File: config.mk
export PLATFORM = sky130hd
export DESIGN_NAME = alu8_core
export DESIGN_NICKNAME = d
export VERILOG_FILES = /design/src/rtl/alu8_pkg.sv /design/src/rtl/alu8_addsub.sv /design/src/rtl/alu8_logic.sv /design/src/rtl/alu8_shift.sv /design/src/rtl/alu8_core.sv
export SDC_FILE = /design/constraint.sdc
export NUM_CORES = 1
export LEC_CHECK = 0
export ABC_CLOCK_PERIOD_IN_PS = 9550
export BUFFER_PORTS_ARGS = -buffer_cell sky130_fd_sc_hd__buf_2
export CAP_MARGIN = 25
export CORE_UTILIZATION = 30
export DETAILED_ROUTE_END_ITERATION = 12
export PLACE_DENSITY = 0.5
export SLEW_MARGIN = 20
export SYNTH_ARGS = -nofsm -noshare
export SYNTH_HDL_FRONTEND = slang
export SYNTH_SLANG_ARGS = --single-unit
File: constraint.sdc
create_clock -name vclk -period 9.55
set_clock_uncertainty 0.05 [all_clocks]
set_input_delay 0.955 -clock vclk [all_inputs]
set_output_delay 0.955 -clock vclk [all_outputs]
set_load 0.005 [all_outputs]
File: src/rtl/alu8_pkg.sv
package alu8_pkg;

    localparam int OP_W   = 5;
    localparam int FLAG_W = 8;

    // status bit positions (these matter to the core that decodes them)
    localparam int FB_C = 0;
    localparam int FB_Z = 1;
    localparam int FB_N = 2;
    localparam int FB_V = 3;
    localparam int FB_S = 4;
    localparam int FB_H = 5;

    localparam logic [FLAG_W-1:0] MASK_ARITH = 8'b0011_1111;
    localparam logic [FLAG_W-1:0] MASK_LOGIC = 8'b0001_1110;
    localparam logic [FLAG_W-1:0] MASK_SHIFT = 8'b0001_1111;
    localparam logic [FLAG_W-1:0] MASK_NONE  = 8'b0000_0000;

    typedef enum logic [OP_W-1:0] {
        OP_ADD  = 5'd0,
        OP_ADC  = 5'd1,
        OP_SUB  = 5'd2,
        OP_SBC  = 5'd3,
        OP_CP   = 5'd4,
        OP_CPC  = 5'd5,
        OP_AND  = 5'd6,
        OP_OR   = 5'd7,
        OP_XOR  = 5'd8,
        OP_COM  = 5'd9,
        OP_NEG  = 5'd10,
        OP_INC  = 5'd11,
        OP_DEC  = 5'd12,
        OP_LSR  = 5'd13,
        OP_ROR  = 5'd14,
        OP_ASR  = 5'd15,
        OP_LSL  = 5'd16,
        OP_ROL  = 5'd17,
        OP_SWAP = 5'd18
    } alu_op_e;

    typedef enum logic [1:0] {
        UNIT_ARITH,
        UNIT_LOGIC,
        UNIT_SHIFT,
        UNIT_PASS
    } unit_e;

    typedef enum logic [2:0] {
        LG_AND,
        LG_OR,
        LG_XOR,
        LG_INV,
        LG_SWAP
    } logic_e;

    typedef enum logic [2:0] {
        SH_LSR,
        SH_ROR,
        SH_ASR,
        SH_LSL,
        SH_ROL
    } shift_e;

    typedef enum logic [1:0] {
        XS_A,
        XS_ZERO
    } xsel_e;

    typedef enum logic [1:0] {
        YS_B,
        YS_A,
        YS_ZERO
    } ysel_e;

    typedef enum logic [1:0] {
        CI_ZERO,
        CI_FLAG,
        CI_ONE
    } cisel_e;

    typedef enum logic [1:0] {
        VR_UNIT,
        VR_CLEAR,
        VR_NXORC
    } vrule_e;

    typedef struct packed {
        logic i;
        logic t;
        logic h;
        logic s;
        logic v;
        logic n;
        logic z;
        logic c;
    } sreg_t;

    typedef struct packed {
        logic h;
        logic v;
        logic c;
    } raw_flags_t;

    typedef struct packed {
        unit_e             unit;
        xsel_e             xsel;
        ysel_e             ysel;
        cisel_e            cisel;
        logic              sub;
        logic              sticky_z;
        vrule_e            vrule;
        logic              c_force;
        logic_e            lop;
        shift_e            sop;
        logic [FLAG_W-1:0] mask;
    } ctrl_t;

    function automatic ctrl_t decode(input logic [OP_W-1:0] code);
        ctrl_t k;
        k.unit     = UNIT_PASS;
        k.xsel     = XS_A;
        k.ysel     = YS_B;
        k.cisel    = CI_ZERO;
        k.sub      = 1'b0;
        k.sticky_z = 1'b0;
        k.vrule    = VR_UNIT;
        k.c_force  = 1'b0;
        k.lop      = LG_AND;
        k.sop      = SH_LSR;
        k.mask     = MASK_NONE;
        case (alu_op_e'(code))
            OP_ADD: begin
                k.unit = UNIT_ARITH;
                k.mask = MASK_ARITH;
            end
            OP_ADC: begin
                k.unit  = UNIT_ARITH;
                k.cisel = CI_FLAG;
                k.mask  = MASK_ARITH;
            end
            OP_SUB, OP_CP: begin
                k.unit = UNIT_ARITH;
                k.sub  = 1'b1;
                k.mask = MASK_ARITH;
            end
            OP_SBC, OP_CPC: begin
                k.unit     = UNIT_ARITH;
                k.sub      = 1'b1;
                k.cisel    = CI_FLAG;
                k.sticky_z = 1'b1;
                k.mask     = MASK_ARITH;
            end
            OP_AND: begin
                k.unit  = UNIT_LOGIC;
                k.lop   = LG_AND;
                k.vrule = VR_CLEAR;
                k.mask  = MASK_LOGIC;
            end
            OP_OR: begin
                k.unit  = UNIT_LOGIC;
                k.lop   = LG_OR;
                k.vrule = VR_CLEAR;
                k.mask  = MASK_LOGIC;
            end
            OP_XOR: begin
                k.unit  = UNIT_LOGIC;
                k.lop   = LG_XOR;
                k.vrule = VR_CLEAR;
                k.mask  = MASK_LOGIC;
            end
            OP_COM: begin
                k.unit    = UNIT_LOGIC;
                k.lop     = LG_INV;
                k.vrule   = VR_CLEAR;
                k.c_force = 1'b1;
                k.mask    = MASK_SHIFT;
            end
            OP_NEG: begin
                k.unit = UNIT_ARITH;
                k.xsel = XS_ZERO;
                k.ysel = YS_A;
                k.sub  = 1'b1;
                k.mask = MASK_ARITH;
            end
            OP_INC: begin
                k.unit  = UNIT_ARITH;
                k.ysel  = YS_ZERO;
                k.cisel = CI_ONE;
                k.mask  = MASK_LOGIC;
            end
            OP_DEC: begin
                k.unit  = UNIT_ARITH;
                k.ysel  = YS_ZERO;
                k.cisel = CI_ONE;
                k.sub   = 1'b1;
                k.mask  = MASK_LOGIC;
            end
            OP_LSR, OP_ROR, OP_ASR, OP_LSL, OP_ROL: begin
                k.unit  = UNIT_SHIFT;
                k.vrule = VR_NXORC;
                k.mask  = MASK_SHIFT;
                case (alu_op_e'(code))
                    OP_ROR:  k.sop = SH_ROR;
                    OP_ASR:  k.sop = SH_ASR;
                    OP_LSL:  k.sop = SH_LSL;
                    OP_ROL:  k.sop = SH_ROL;
                    default: k.sop = SH_LSR;
                endcase
            end
            OP_SWAP: begin
                k.unit = UNIT_LOGIC;
                k.lop  = LG_SWAP;
            end
            default: begin
                k.unit = UNIT_PASS;
            end
        endcase
        return k;
    endfunction

endpackage

File: src/rtl/alu8_addsub.sv
module alu8_addsub #(
    parameter int WIDTH = 8
) (
    input  logic [WIDTH-1:0]     x,
    input  logic [WIDTH-1:0]     y,
    input  logic                 sub,
    input  logic                 ci,
    output logic [WIDTH-1:0]     sum,
    output alu8_pkg::raw_flags_t fl
);
    localparam int HALF = WIDTH / 2;

    logic [WIDTH:0]   cy;
    logic [WIDTH-1:0] yy;

    // subtraction: add the inverted operand, carry-in is the inverted borrow-in
    assign yy    = sub ? ~y : y;
    assign cy[0] = sub ? ~ci : ci;

    for (genvar i = 0; i < WIDTH; i++) begin : g_bit
        assign sum[i]  = x[i] ^ yy[i] ^ cy[i];
        assign cy[i+1] = (x[i] & yy[i]) | (cy[i] & (x[i] ^ yy[i]));
    end

    // carries turn into borrows when subtracting
    assign fl.h = cy[HALF] ^ sub;
    assign fl.c = cy[WIDTH] ^ sub;
    assign fl.v = cy[WIDTH] ^ cy[WIDTH-1];

endmodule

File: src/rtl/alu8_logic.sv
module alu8_logic #(
    parameter int WIDTH = 8
) (
    input  logic [WIDTH-1:0] a,
    input  logic [WIDTH-1:0] b,
    input  alu8_pkg::logic_e lop,
    output logic [WIDTH-1:0] res
);
    import alu8_pkg::*;

    localparam int HALF = WIDTH / 2;

    always_comb begin
        case (lop)
            LG_AND:  res = a & b;
            LG_OR:   res = a | b;
            LG_XOR:  res = a ^ b;
            LG_INV:  res = ~a;
            LG_SWAP: res = {a[HALF-1:0], a[WIDTH-1:HALF]};
            default: res = a;
        endcase
    end

endmodule

File: src/rtl/alu8_shift.sv
module alu8_shift #(
    parameter int WIDTH = 8
) (
    input  logic [WIDTH-1:0] a,
    input  logic             ci,
    input  alu8_pkg::shift_e sop,
    output logic [WIDTH-1:0] res,
    output logic             co
);
    import alu8_pkg::*;

    logic to_left;
    logic fill;

    always_comb begin
        to_left = 1'b0;
        fill    = 1'b0;
        case (sop)
            SH_ROR:  fill = ci;
            SH_ASR:  fill = a[WIDTH-1];
            SH_LSL:  to_left = 1'b1;
            SH_ROL:  begin
                to_left = 1'b1;
                fill    = ci;
            end
            default: fill = 1'b0;
        endcase
    end

    always_comb begin
        if (to_left) begin
            res = {a[WIDTH-2:0], fill};
            co  = a[WIDTH-1];
        end else begin
            res = {fill, a[WIDTH-1:1]};
            co  = a[0];
        end
    end

endmodule

File: src/rtl/alu8_core.sv
module alu8_core #(
    parameter int WIDTH = 8
) (
    input  logic [WIDTH-1:0]          opr_a,
    input  logic [WIDTH-1:0]          opr_b,
    input  logic [alu8_pkg::OP_W-1:0] op_sel,
    input  logic [7:0]                flag_in,
    output logic [WIDTH-1:0]          result,
    output logic [7:0]                flag_out,
    output logic [7:0]                flag_we
);
    import alu8_pkg::*;

    ctrl_t            ctl;
    sreg_t            cur;
    sreg_t            nxt;
    logic [WIDTH-1:0] ax_x;
    logic [WIDTH-1:0] ax_y;
    logic             ax_ci;
    logic [WIDTH-1:0] ax_sum;
    raw_flags_t       ax_fl;
    logic [WIDTH-1:0] lg_res;
    logic [WIDTH-1:0] sh_res;
    logic             sh_co;
    logic             res_zero;

    assign ctl = decode(op_sel);
    assign cur = sreg_t'(flag_in);

    // operand steering for the shared adder
    always_comb begin
        case (ctl.xsel)
            XS_ZERO: ax_x = '0;
            default: ax_x = opr_a;
        endcase
        case (ctl.ysel)
            YS_A:    ax_y = opr_a;
            YS_ZERO: ax_y = '0;
            default: ax_y = opr_b;
        endcase
        case (ctl.cisel)
            CI_FLAG: ax_ci = cur.c;
            CI_ONE:  ax_ci = 1'b1;
            default: ax_ci = 1'b0;
        endcase
    end

    alu8_addsub #(.WIDTH(WIDTH)) u_addsub (
        .x   (ax_x),
        .y   (ax_y),
        .sub (ctl.sub),
        .ci  (ax_ci),
        .sum (ax_sum),
        .fl  (ax_fl)
    );

    alu8_logic #(.WIDTH(WIDTH)) u_logic (
        .a   (opr_a),
        .b   (opr_b),
        .lop (ctl.lop),
        .res (lg_res)
    );

    alu8_shift #(.WIDTH(WIDTH)) u_shift (
        .a   (opr_a),
        .ci  (cur.c),
        .sop (ctl.sop),
        .res (sh_res),
        .co  (sh_co)
    );

    always_comb begin
        case (ctl.unit)
            UNIT_ARITH: result = ax_sum;
            UNIT_LOGIC: result = lg_res;
            UNIT_SHIFT: result = sh_res;
            default:    result = opr_a;
        endcase
    end

    assign res_zero = (result == '0);

    // candidate status byte before masking
    always_comb begin
        nxt   = cur;
        nxt.n = result[WIDTH-1];
        nxt.z = ctl.sticky_z ? (res_zero & cur.z) : res_zero;
        nxt.h = ax_fl.h;
        case (ctl.unit)
            UNIT_ARITH: nxt.c = ax_fl.c;
            UNIT_SHIFT: nxt.c = sh_co;
            default:    nxt.c = ctl.c_force;
        endcase
        case (ctl.vrule)
            VR_CLEAR: nxt.v = 1'b0;
            VR_NXORC: nxt.v = nxt.n ^ nxt.c;
            default:  nxt.v = ax_fl.v;
        endcase
        nxt.s = nxt.n ^ nxt.v;
    end

    assign flag_we  = ctl.mask;
    assign flag_out = (nxt & ctl.mask) | (flag_in & ~ctl.mask);

endmodule

Word-level counts from Yosys, hierarchy flattened
Index checks and enable logic that the tools add are counted.
- bits of input ports: 29
- word-level logic and storage cells: 134
- output and inout bits: 24
- flip-flop bits (word level): 0
- bitwise logic cells: 56
- eq/ne operators: 35
- multiplexer cells: 26
- reductions and logical operators: 17
- operators by type and width (cell ; count):
    5-bit by 4-bit == test with 1-bit output (second input constant) ; 8
    8-bit one-hot mux with 5 select lines ; 1
    8-bit bitwise AND ; 3
    8-bit 2-to-1 mux ; 3
    8-bit inverter ; 3
    3-bit one-hot mux with 4 select lines ; 2
    8-bit one-hot mux with 3 select lines ; 1
    1-bit XOR ; 21
    5-bit by 3-bit == test with 1-bit output (second input constant) ; 4
    6-bit one-hot mux with 3 select lines ; 1
    1-bit bitwise AND ; 17
    8-bit OR ; 2
    8-bit one-hot mux with 2 select lines ; 1
    5-bit == test (second input constant) ; 3
    5-bit OR reduction ; 3
    3-bit by 2-bit == test with 1-bit output (second input constant) ; 4
    2-bit one-hot mux with 2 select lines ; 3
    6-bit OR reduction ; 2
    2-bit by 1-bit == test with 1-bit output (second input constant) ; 5
    5-bit by 2-bit == test with 1-bit output (second input constant) ; 2
    9-bit OR reduction ; 1
    2-bit == test (second input constant) ; 4
    8-bit logical NOT ; 1
    1-bit 2-to-1 mux ; 8
    16 further kinds ; 31

Logic depth before layout (Yosys ltp)
Gate-level depths: netlist (run 1).
- depth in word-level cells: 31
- depth in mapped cells: 31

By module
From an unflattened synthesis (run 1), not the netlist that was laid out.
- cell total of the unflattened synthesis: 371
- area total of the unflattened synthesis: 2625.0 µm²
- modules (own cells, without submodules) (module ; seq. area each (µm²) ; cells each ; times used ; area each (µm²)):
    alu8_core ; 0.0 ; 188 ; 1 ; 1187.4
    alu8_logic ; 0.0 ; 85 ; 1 ; 629.4
    alu8_shift ; 0.0 ; 62 ; 1 ; 467.9
    alu8_addsub ; 0.0 ; 36 ; 1 ; 340.3

Worst setup path after synthesis (run 1)
No wires, ideal clock.
- path kind: input to output
- start: input port op_sel[2] (netlist name)
- end: output port flag_out[1]
- arrival: 7.247 ns
- buffers on the path: 5
- cell stages on the path: 27
- slack: 1.298 ns
- cell sequence: buf_4 > buf_6 > clkbuf_1 > nand2b_1 > or3_1 > clkbuf_1 > inv_1 > ha_1 > clkbuf_1 > a21oi_1 > xnor2_1 > fa_1 > inv_1 > fa_1 > fa_1 > inv_1 > fa_1 > inv_1 > fa_1 > fa_1 > fa_1 > fa_1 > or2_2 > a41oi_1 > or4_1 > or4b_1 > a21oi_1
- word-level cells in the longest chain between the ends: 29
- ends and longest elaborated chain (element ; line ; source):
    from (decl) ; alu8_core.sv:6 ; input logic [alu8_pkg::OP_W-1:0] op_sel,
    5-bit by 4-bit == test with 1-bit output ; alu8_pkg.sv:131 ; case (alu_op_e'(code))
    2-bit OR reduction (no line) ; - ;
    2-bit one-hot mux with 2 select lines ; alu8_pkg.sv:131 ;
    2-bit == test / 2-bit by 1-bit == test with 1-bit output (equally long branches) ; alu8_core.sv:36 ; case (ctl.ysel)
    8-bit one-hot mux with 2 select lines ; alu8_core.sv:36 ;
    8-bit inverter ; alu8_addsub.sv:17 ; assign yy = sub ? ~y : y;
    8-bit 2-to-1 mux ; alu8_addsub.sv:17 ;
    1-bit XOR ; alu8_addsub.sv:22 ; assign cy[i+1] = (x[i] & yy[i]) | (cy[i] & (x[i] ^ yy[i]));
    [14 not listed] ; - ;
    1-bit XOR ; alu8_addsub.sv:21 ; assign sum[i] = x[i] ^ yy[i] ^ cy[i];
    8-bit one-hot mux with 3 select lines * ; alu8_core.sv:73 ; case (ctl.unit)
    named net result[7] ; alu8_core.sv:8 ; output logic [WIDTH-1:0] result,
    8-bit logical NOT * ; alu8_core.sv:81 ; assign res_zero = (result == '0);
    1-bit bitwise AND ; alu8_core.sv:87 ; nxt.z = ctl.sticky_z ? (res_zero & cur.z) : res_zero;
    1-bit 2-to-1 mux * ; alu8_core.sv:87 ;
    8-bit bitwise AND * ; alu8_core.sv:103 ; assign flag_out = (nxt & ctl.mask) | (flag_in & ~ctl.mask);
    8-bit OR * ; alu8_core.sv:103 ;
    to (decl) ; alu8_core.sv:9 ; output logic [7:0] flag_out,
Mark *: on every way through the listed nets, which the timed path passes. The rest lies on a longest branch.

Worst setup path after layout (run 1)
- start: input port op_sel[0] (netlist name)
- end: output port flag_out[1]
- word-level cells in the longest chain between the ends: 29
- ends and longest elaborated chain (element ; line):
    5-bit by 4-bit == test with 1-bit output ; alu8_pkg.sv:131
    2-bit OR reduction (no line) ; -
    2-bit one-hot mux with 2 select lines ; alu8_pkg.sv:131
    2-bit == test / 2-bit by 1-bit == test with 1-bit output (equally long branches) ; alu8_core.sv:36
    8-bit one-hot mux with 2 select lines ; alu8_core.sv:36
    8-bit inverter ; alu8_addsub.sv:17
    8-bit 2-to-1 mux ; alu8_addsub.sv:17
    1-bit XOR ; alu8_addsub.sv:21, alu8_addsub.sv:22
    [13 not listed] ; -
    1-bit OR ; alu8_addsub.sv:22
    1-bit XOR ; alu8_addsub.sv:21
    8-bit one-hot mux with 3 select lines ; alu8_core.sv:73
    8-bit logical NOT ; alu8_core.sv:81
    1-bit bitwise AND ; alu8_core.sv:87
    1-bit 2-to-1 mux ; alu8_core.sv:87
    8-bit bitwise AND ; alu8_core.sv:103
    8-bit OR * ; alu8_core.sv:103
Mark *: on every way between the ends. The rest lies on a longest branch, timed or not.

==> impl_metrics.py, run 1 <==
metrics = {
    "logic_synthesis": {
        "yosysSeqAreaShare_pct": 0,
        "synth_area_leaders": "ha_1, fa_1, o21ai_0, nand2_1, inv_1",
        "yosysUniqueCellTypes": 56,
        "synth_top_area_share_pct": 11.9,
        "synth_top_cell_by_area": "ha_1",
        "synth_area_um2": 2100,
        "syn_inst": 311,
        "ys_warn_count": 0,
        "syn_avg_cell_area_um2": 6.75,
    },
    "detailed_routing": {
        "drt_iter0_drc": 166,
        "wl_met1_mm": 3.06,
        "dr.pass1.iters": 4,
        "drcViolationCount": 0,
        "drt-wirelength-per-cell_um": 16.0,
        "top_layer": "met4",
        "wl_met2_mm": 3.19,
        "num_vias": 2222,
        "met3_length_um": 436,
        "via_per_inst": 5.19,
        "totalWireLength_mm": 6.87,
        "ant_nets": 0,
    },
    "pwr": {
        "power_frac_clock_pct": 0,
        "p_comb_share_pct": 100.0,
        "power.internal_mw": 0.0536,
        "swShare_pct": 58.3,
        "seq_power_share_pct": 0,
        "power_mw": 0.129,
        "powerDensity_nw_per_um2": 55.9,
        "p_leak_nw": 1.04,
        "ir_drop_v": 0.0000204,
        "p_sw_mw": 0.0751,
    },
    "global_route": {
        "grt_max_degree": 32,
        "grt.overflow.total": 0,
        "track_usage_pct": 18.7,
        "grt_pass1_vias": 2114,
        "antenna_found_initial": 0,
        "grt_pass1_wl_mm": 11.0,
    },
    "final_layout": {
        "antenna_cells": 0,
        "fin_cells": 428,
        "area_growth_pct": 9.77,
        "nets": 391,
        "drive_gt1_share_pct": 18.4,
        "design.seq.count": 0,
        "n_clock_buffer": 0,
        "regArea_um2": 0,
        "design_area_um2": 2300,
    },
    "floorplanning": {
        "start_util_pct": 30.9,
        "io_pins": 53,
        "dieArea_um2": 7340,
        "coreArea_um2": 6790,
        "dieHeight_um": 85.7,
        "die_w_um": 85.7,
        "rows": 30,
    },
    "timing": {
        "drv_slew": 0,
        "rsz0062_at_grt": "no",
        "worstMarginPinSlew_ns": 1.00,
        "fmax_mhz": 114,
        "tns_ns": 0,
        "period_needed_ns": 8.74,
        "setup_viol": 0,
        "min_period_over_period_pct": 91.5,
        "slew_headroom_pct": 32.8,
        "final-hold-violation-count": 0,
    },
    "clock_tree": {
        "post_cts_buffers": 0,
        "holdBufCountCts": 0,
        "cts.repair.resized": 0,
    },
    "place": {
        "dp_hpwl_mm": 5.36,
        "dp_cells": 428,
        "dpl_cell_area_um2": 2300,
        "globalplace.congestion": 0.938,
        "io_buffers": 47,
    },
    "outcome": {
        "status": "finished, final reports clean",
    },
    "critical_path": {
        "start_kind": "input pin",
        "crit_required_ns": 8.55,
        "crit_top_cell": "fa_1",
        "critical_path_class": "in -> out",
        "slowest_stage": "ha_1",
        "worstSetupEndpointType": "output pin",
        "cp.arrival_ns": 7.74,
        "cp-startpoint": "op_sel[0]",
        "slowest_delay_ns": 0.58,
        "critPathMaxFanout": 31,
        "cp-endpoint": "flag_out[1]",
    },
    "run": {
        "cap_violations": 0,
    },
    "hold_path": {
        "hp-class": "in -> out",
    },
}
[area by class of cell]
cell class,instances,area [µm²]
Multi-Input combinational cell,253,1830
Tap cell,96,120
Timing Repair Buffer,48,243
Inverter,31,116
Fill cell,799,4490
[cells by family (layout without fill, tap and decap cells)]
| logic type | after synthesis | after routing | synth area share, % |
|---|---|---|---|
| AOI/OAI and AO/OA | 83 | 83 | 26.4 |
| xor gates and xnor gates | 11 | 11 | 4.59 |
| adders and majority gates | 28 | 28 | 19.5 |
| buffers and inverters | 59 | 79 | 13.2 |
| muxes | 12 | 12 | 6.32 |
| other | 1 | 2 | 0.179 |
| and+or+nand+nor | 117 | 117 | 29.7 |
[metrics by stage]
step / utilization (%) / hold WS (ns) / worst slack [ns]
after detailed placement: 33.9 / 1.86 / 0.830
after CTS: 33.9 / 1.86 / 0.827
after floorplan: - / 1.94 / 1.30
final: 33.9 / 1.86 / 0.810
after global placement: 33.9 / 1.86 / 0.982
after global routing: 33.9 / 1.86 / 0.349
[synthesized netlist by cell type, types with 3 or more instances]
cell	n
nand2_1	32
ha_1	20
buf_2	6
o22ai_1	3
fa_1	8
nor3_1	6
inv_1	31
nor4bb_1	4
mux2i_1	11
o32a_1	3
or2_2	3
xnor2_1	9
a31oi_1	4
clkbuf_1	10
nand2b_1	9
o21ai_0	30
and2_1	3
nor2_1	29
o211ai_1	4
o2111ai_1	3
a22o_1	3
a21oi_1	15
nor2b_1	15
buf_4	9
[cell usage in the layout, fill, tap and decap left out, types with 3 or more instances in the layout]
cell type,count
xnor2_1,9
or2_2,3
mux2i_1,11
nor3_1,6
buf_2,47
fa_1,8
inv_1,31
ha_1,20
nor2b_1,15
o32a_1,3
a21oi_1,15
a22o_1,3
nand2b_1,9
o21ai_0,30
nor4bb_1,4
nand2_1,32
nor2_1,29
a31oi_1,4
o211ai_1,4
o22ai_1,3
and2_1,3
o2111ai_1,3
[how the worst min path moves through the flow]
stage,startpoint,end,slack [ns],depth (start not counted)
2_1_floorplan,flag_in[6],flag_out[6],1.94,1
4_1_cts,flag_in[6],flag_out[6],1.86,0
6_report,flag_in[7],flag_out[7],1.86,0
5_1_grt,flag_in[7],flag_out[7],1.86,0
3_3_place_gp,flag_in[6],flag_out[6],1.86,0
3_5_place_dp,flag_in[6],flag_out[6],1.86,0
[routing by layer]
| metal | vias up | track usage [%] |
|---|---|---|
| li1 | 1112 | - |
| met1 | 1011 | 24.7 |
| met2 | 89 | 32.5 |
| met3 | 10 | 1.35 |
| met4 | 0 | 5.45 |
| met5 | - | 0 |
[power by group through the flow]
stage                     sequential, mW  combinational, mW  clock [mW]
after floorplan                        0             0.0883           0
after global placement                 0              0.129           0
after detailed placement               0              0.128           0
after CTS                              0              0.129           0
after global routing                   0              0.144           0
final                                  0              0.129           0
[critical path, delay by kind of cell]
kind            cells  cell delay, ns
fa+ha+maj           9            3.42
compound gates      3            0.61
buf+inv             6            0.85
simple gates        6            1.71
xor+xnor            1            0.17
No activity file was read; power rests on OpenSTA's default activity.
==> inputs of run 2 (changes only) <==
--- a/config.mk
+++ b/config.mk
@@ -8,10 +8,13 @@
 export ABC_CLOCK_PERIOD_IN_PS = 9550
 export BUFFER_PORTS_ARGS = -buffer_cell sky130_fd_sc_hd__buf_2
 export CAP_MARGIN = 25
+export CORE_ASPECT_RATIO = 1.2
 export CORE_UTILIZATION = 30
 export DETAILED_ROUTE_END_ITERATION = 12
-export PLACE_DENSITY = 0.5
+export PLACE_DENSITY = 0.49
+export REMOVE_ABC_BUFFERS = 1
 export SLEW_MARGIN = 20
 export SYNTH_ARGS = -nofsm -noshare
 export SYNTH_HDL_FRONTEND = slang
+export SYNTH_HIERARCHICAL = 1
 export SYNTH_SLANG_ARGS = --single-unit
==> run 2 against run 1 <==
Against the previous run:
- non-clock buffer count rose by 4
- cell count rose by 18%
- global-route usage shrank 1.1 points
- synthesized cell count up 19%
- worst setup slack improved by 0.22 ns
- critical endpoint is now flag_out[3]
- largest power group unchanged
- highest routed layer unchanged
==> impl_metrics.py, run 2 <==
metrics = {
    "final_layout": {
        "most-common-layout-cells": "buf_2, inv_1, nand2_1, a21oi_1",
        "nets": 449,
        "drive_gt1_share_pct": 21.0,
        "n_clock_buffer": 0,
        "design.seq.count": 0,
        "final_common_cell": "buf_2",
        "regArea_um2": 0,
        "antenna_cells": 0,
        "design_area_um2": 2800,
        "fin_util_pct": 32.9,
        "fillers": 947,
        "multi_input_area_um2": 2220,
        "area_growth_pct": 6.77,
    },
    "critical_path": {
        "worstSetupEndpointType": "output pin",
        "cp.arrival_ns": 7.51,
        "slowest_delay_ns": 0.58,
        "start_kind": "input pin",
        "cp-endpoint": "flag_out[3]",
        "crit_required_ns": 8.55,
        "critical_path_class": "in -> out",
        "cp-startpoint": "op_sel[2]",
        "crit_top_cell": "fa_1",
        "slowest_stage": "ha_1",
        "critPathMaxFanout": 22,
    },
    "pwr": {
        "p_leak_nw": 1.27,
        "powerDensity_nw_per_um2": 55.9,
        "ir_drop_v": 0.0000407,
    },
    "timing": {
        "whs_ns": 1.86,
        "min_period_over_period_pct": 89.2,
        "final-hold-violation-count": 0,
        "slew_headroom_pct": 45.9,
        "tns_ns": 0,
        "rsz0062_at_grt": "no",
        "worstMarginPinSlew_ns": 0.808,
        "period_needed_ns": 8.52,
        "setup_viol": 0,
        "fmax_mhz": 117,
        "drv_slew": 0,
    },
    "global_route": {
        "grt_pass1_wl_mm": 13.0,
        "grt.overflow.total": 0,
        "grt_max_degree": 31,
        "antenna_found_initial": 0,
        "grt_pass1_vias": 2506,
        "track_usage_pct": 17.6,
    },
    "run": {
        "cap_violations": 0,
    },
    "logic_synthesis": {
        "muxShareOfSynthArea_pct": 7.48,
        "synth_area_um2": 2630,
        "synth_top_area_share_pct": 9.53,
        "synthSimpleGateAreaFrac_pct": 26.2,
        "synth_area_leaders": "ha_1, fa_1, inv_1, mux2i_1, nand2_1",
        "yosysUniqueCellTypes": 65,
        "syn_inst": 371,
        "synth_top_family_by_area": "compound AO/OA/AOI/OAI gates",
        "yosysMostFrequentCell": "inv_1",
        "syn_avg_cell_area_um2": 7.08,
        "synth_xor_xnor_area_share_pct": 4.96,
        "ys_warn_count": 6,
        "yosysSeqAreaShare_pct": 0,
        "synth_compound_area_share_pct": 29.9,
        "synthAdderAreaFrac_pct": 15.6,
        "synthTopCellsByCount": "inv_1, nand2_1, a21oi_1",
        "synth_top_cell_by_area": "ha_1",
    },
    "detailed_routing": {
        "drt_iter0_drc": 274,
        "num_vias": 2671,
        "dr.pass1.iters": 4,
        "drcViolationCount": 0,
        "via_per_inst": 5.27,
        "ant_nets": 0,
        "drt-wirelength-per-cell_um": 15.4,
        "totalWireLength_mm": 7.81,
    },
    "place": {
        "dpl_cell_area_um2": 2800,
        "io_buffers": 47,
        "dp_hpwl_mm": 6.00,
        "globalplace.congestion": 0.868,
    },
    "floorplanning": {
        "coreArea_um2": 8520,
        "die_w_um": 87.4,
        "rows": 37,
        "dieArea_um2": 9130,
        "start_util_pct": 30.8,
        "io_pins": 53,
        "dieHeight_um": 104,
    },
    "clock_tree": {
        "post_cts_buffers": 0,
        "cts.repair.resized": 0,
        "holdBufCountCts": 0,
    },
    "outcome": {
        "status": "finished, final reports clean",
    },
    "hold_path": {
        "hp-class": "in -> out",
    },
}
[run 2: report_power, final]
group          internal, mW  switching, mW
combinational        0.0668         0.0899
clock                     0              0
sequential                0              0
total                0.0668         0.0899
[run 2: metrics by stage]
step	setup WS [ns]	cells	total power, mW
final	1.03	507	0.157
after global routing	0.515	507	0.177
after CTS	1.03	507	0.157
after detailed placement	1.06	507	0.156
after global placement	1.15	507	0.156
after floorplan	1.61	338	0.101
[run 2: how the worst min path moves through the flow]
stage	from	to	cells after the start
3_3_place_gp	flag_in[6]	flag_out[6]	0
6_report	flag_in[6]	flag_out[6]	0
2_1_floorplan	flag_in[6]	flag_out[6]	0
5_1_grt	flag_in[6]	flag_out[6]	0
3_5_place_dp	flag_in[6]	flag_out[6]	0
4_1_cts	flag_in[6]	flag_out[6]	0
[run 2: kinds of logic (layout without fill, tap and decap cells)]
kind of cell | count (synthesis) | in the layout
AND/OR/NAND/NOR | 121 | 121
AO/OA/AOI/OAI | 111 | 111
buffers and inverters | 77 | 95
adder cells (fa/ha/maj) | 28 | 28
multiplexers | 19 | 19
XOR/XNOR | 14 | 14
other | 1 | 2
[run 2: metal layers]
metal | GRT usage, % | vias to the layer above | part of all wire [%]
li1 | - | 1336 | -
met1 | 25.4 | 1263 | 47
met2 | 29.2 | 66 | 48
met3 | 1.19 | 6 | 3.9
met4 | 1.87 | 0 | 0.97
met5 | 0 | - | 0
[run 2: worst max-delay path, delay by kind of cell]
family	cells	cell delay, ns
buffers and inverters	3	0.53
AND/OR/NAND/NOR	4	0.70
multiplexers	2	0.45
XOR/XNOR	2	0.43
adder cells (fa/ha/maj)	9	3.60
AO/OA/AOI/OAI	5	0.82
[run 2: layout make-up]
cell class | count | area share [%]
inverters | 43 | 5.76
multi-input cells | 295 | 79.3
well taps | 117 | 5.22
repair buffers | 52 | 9.73
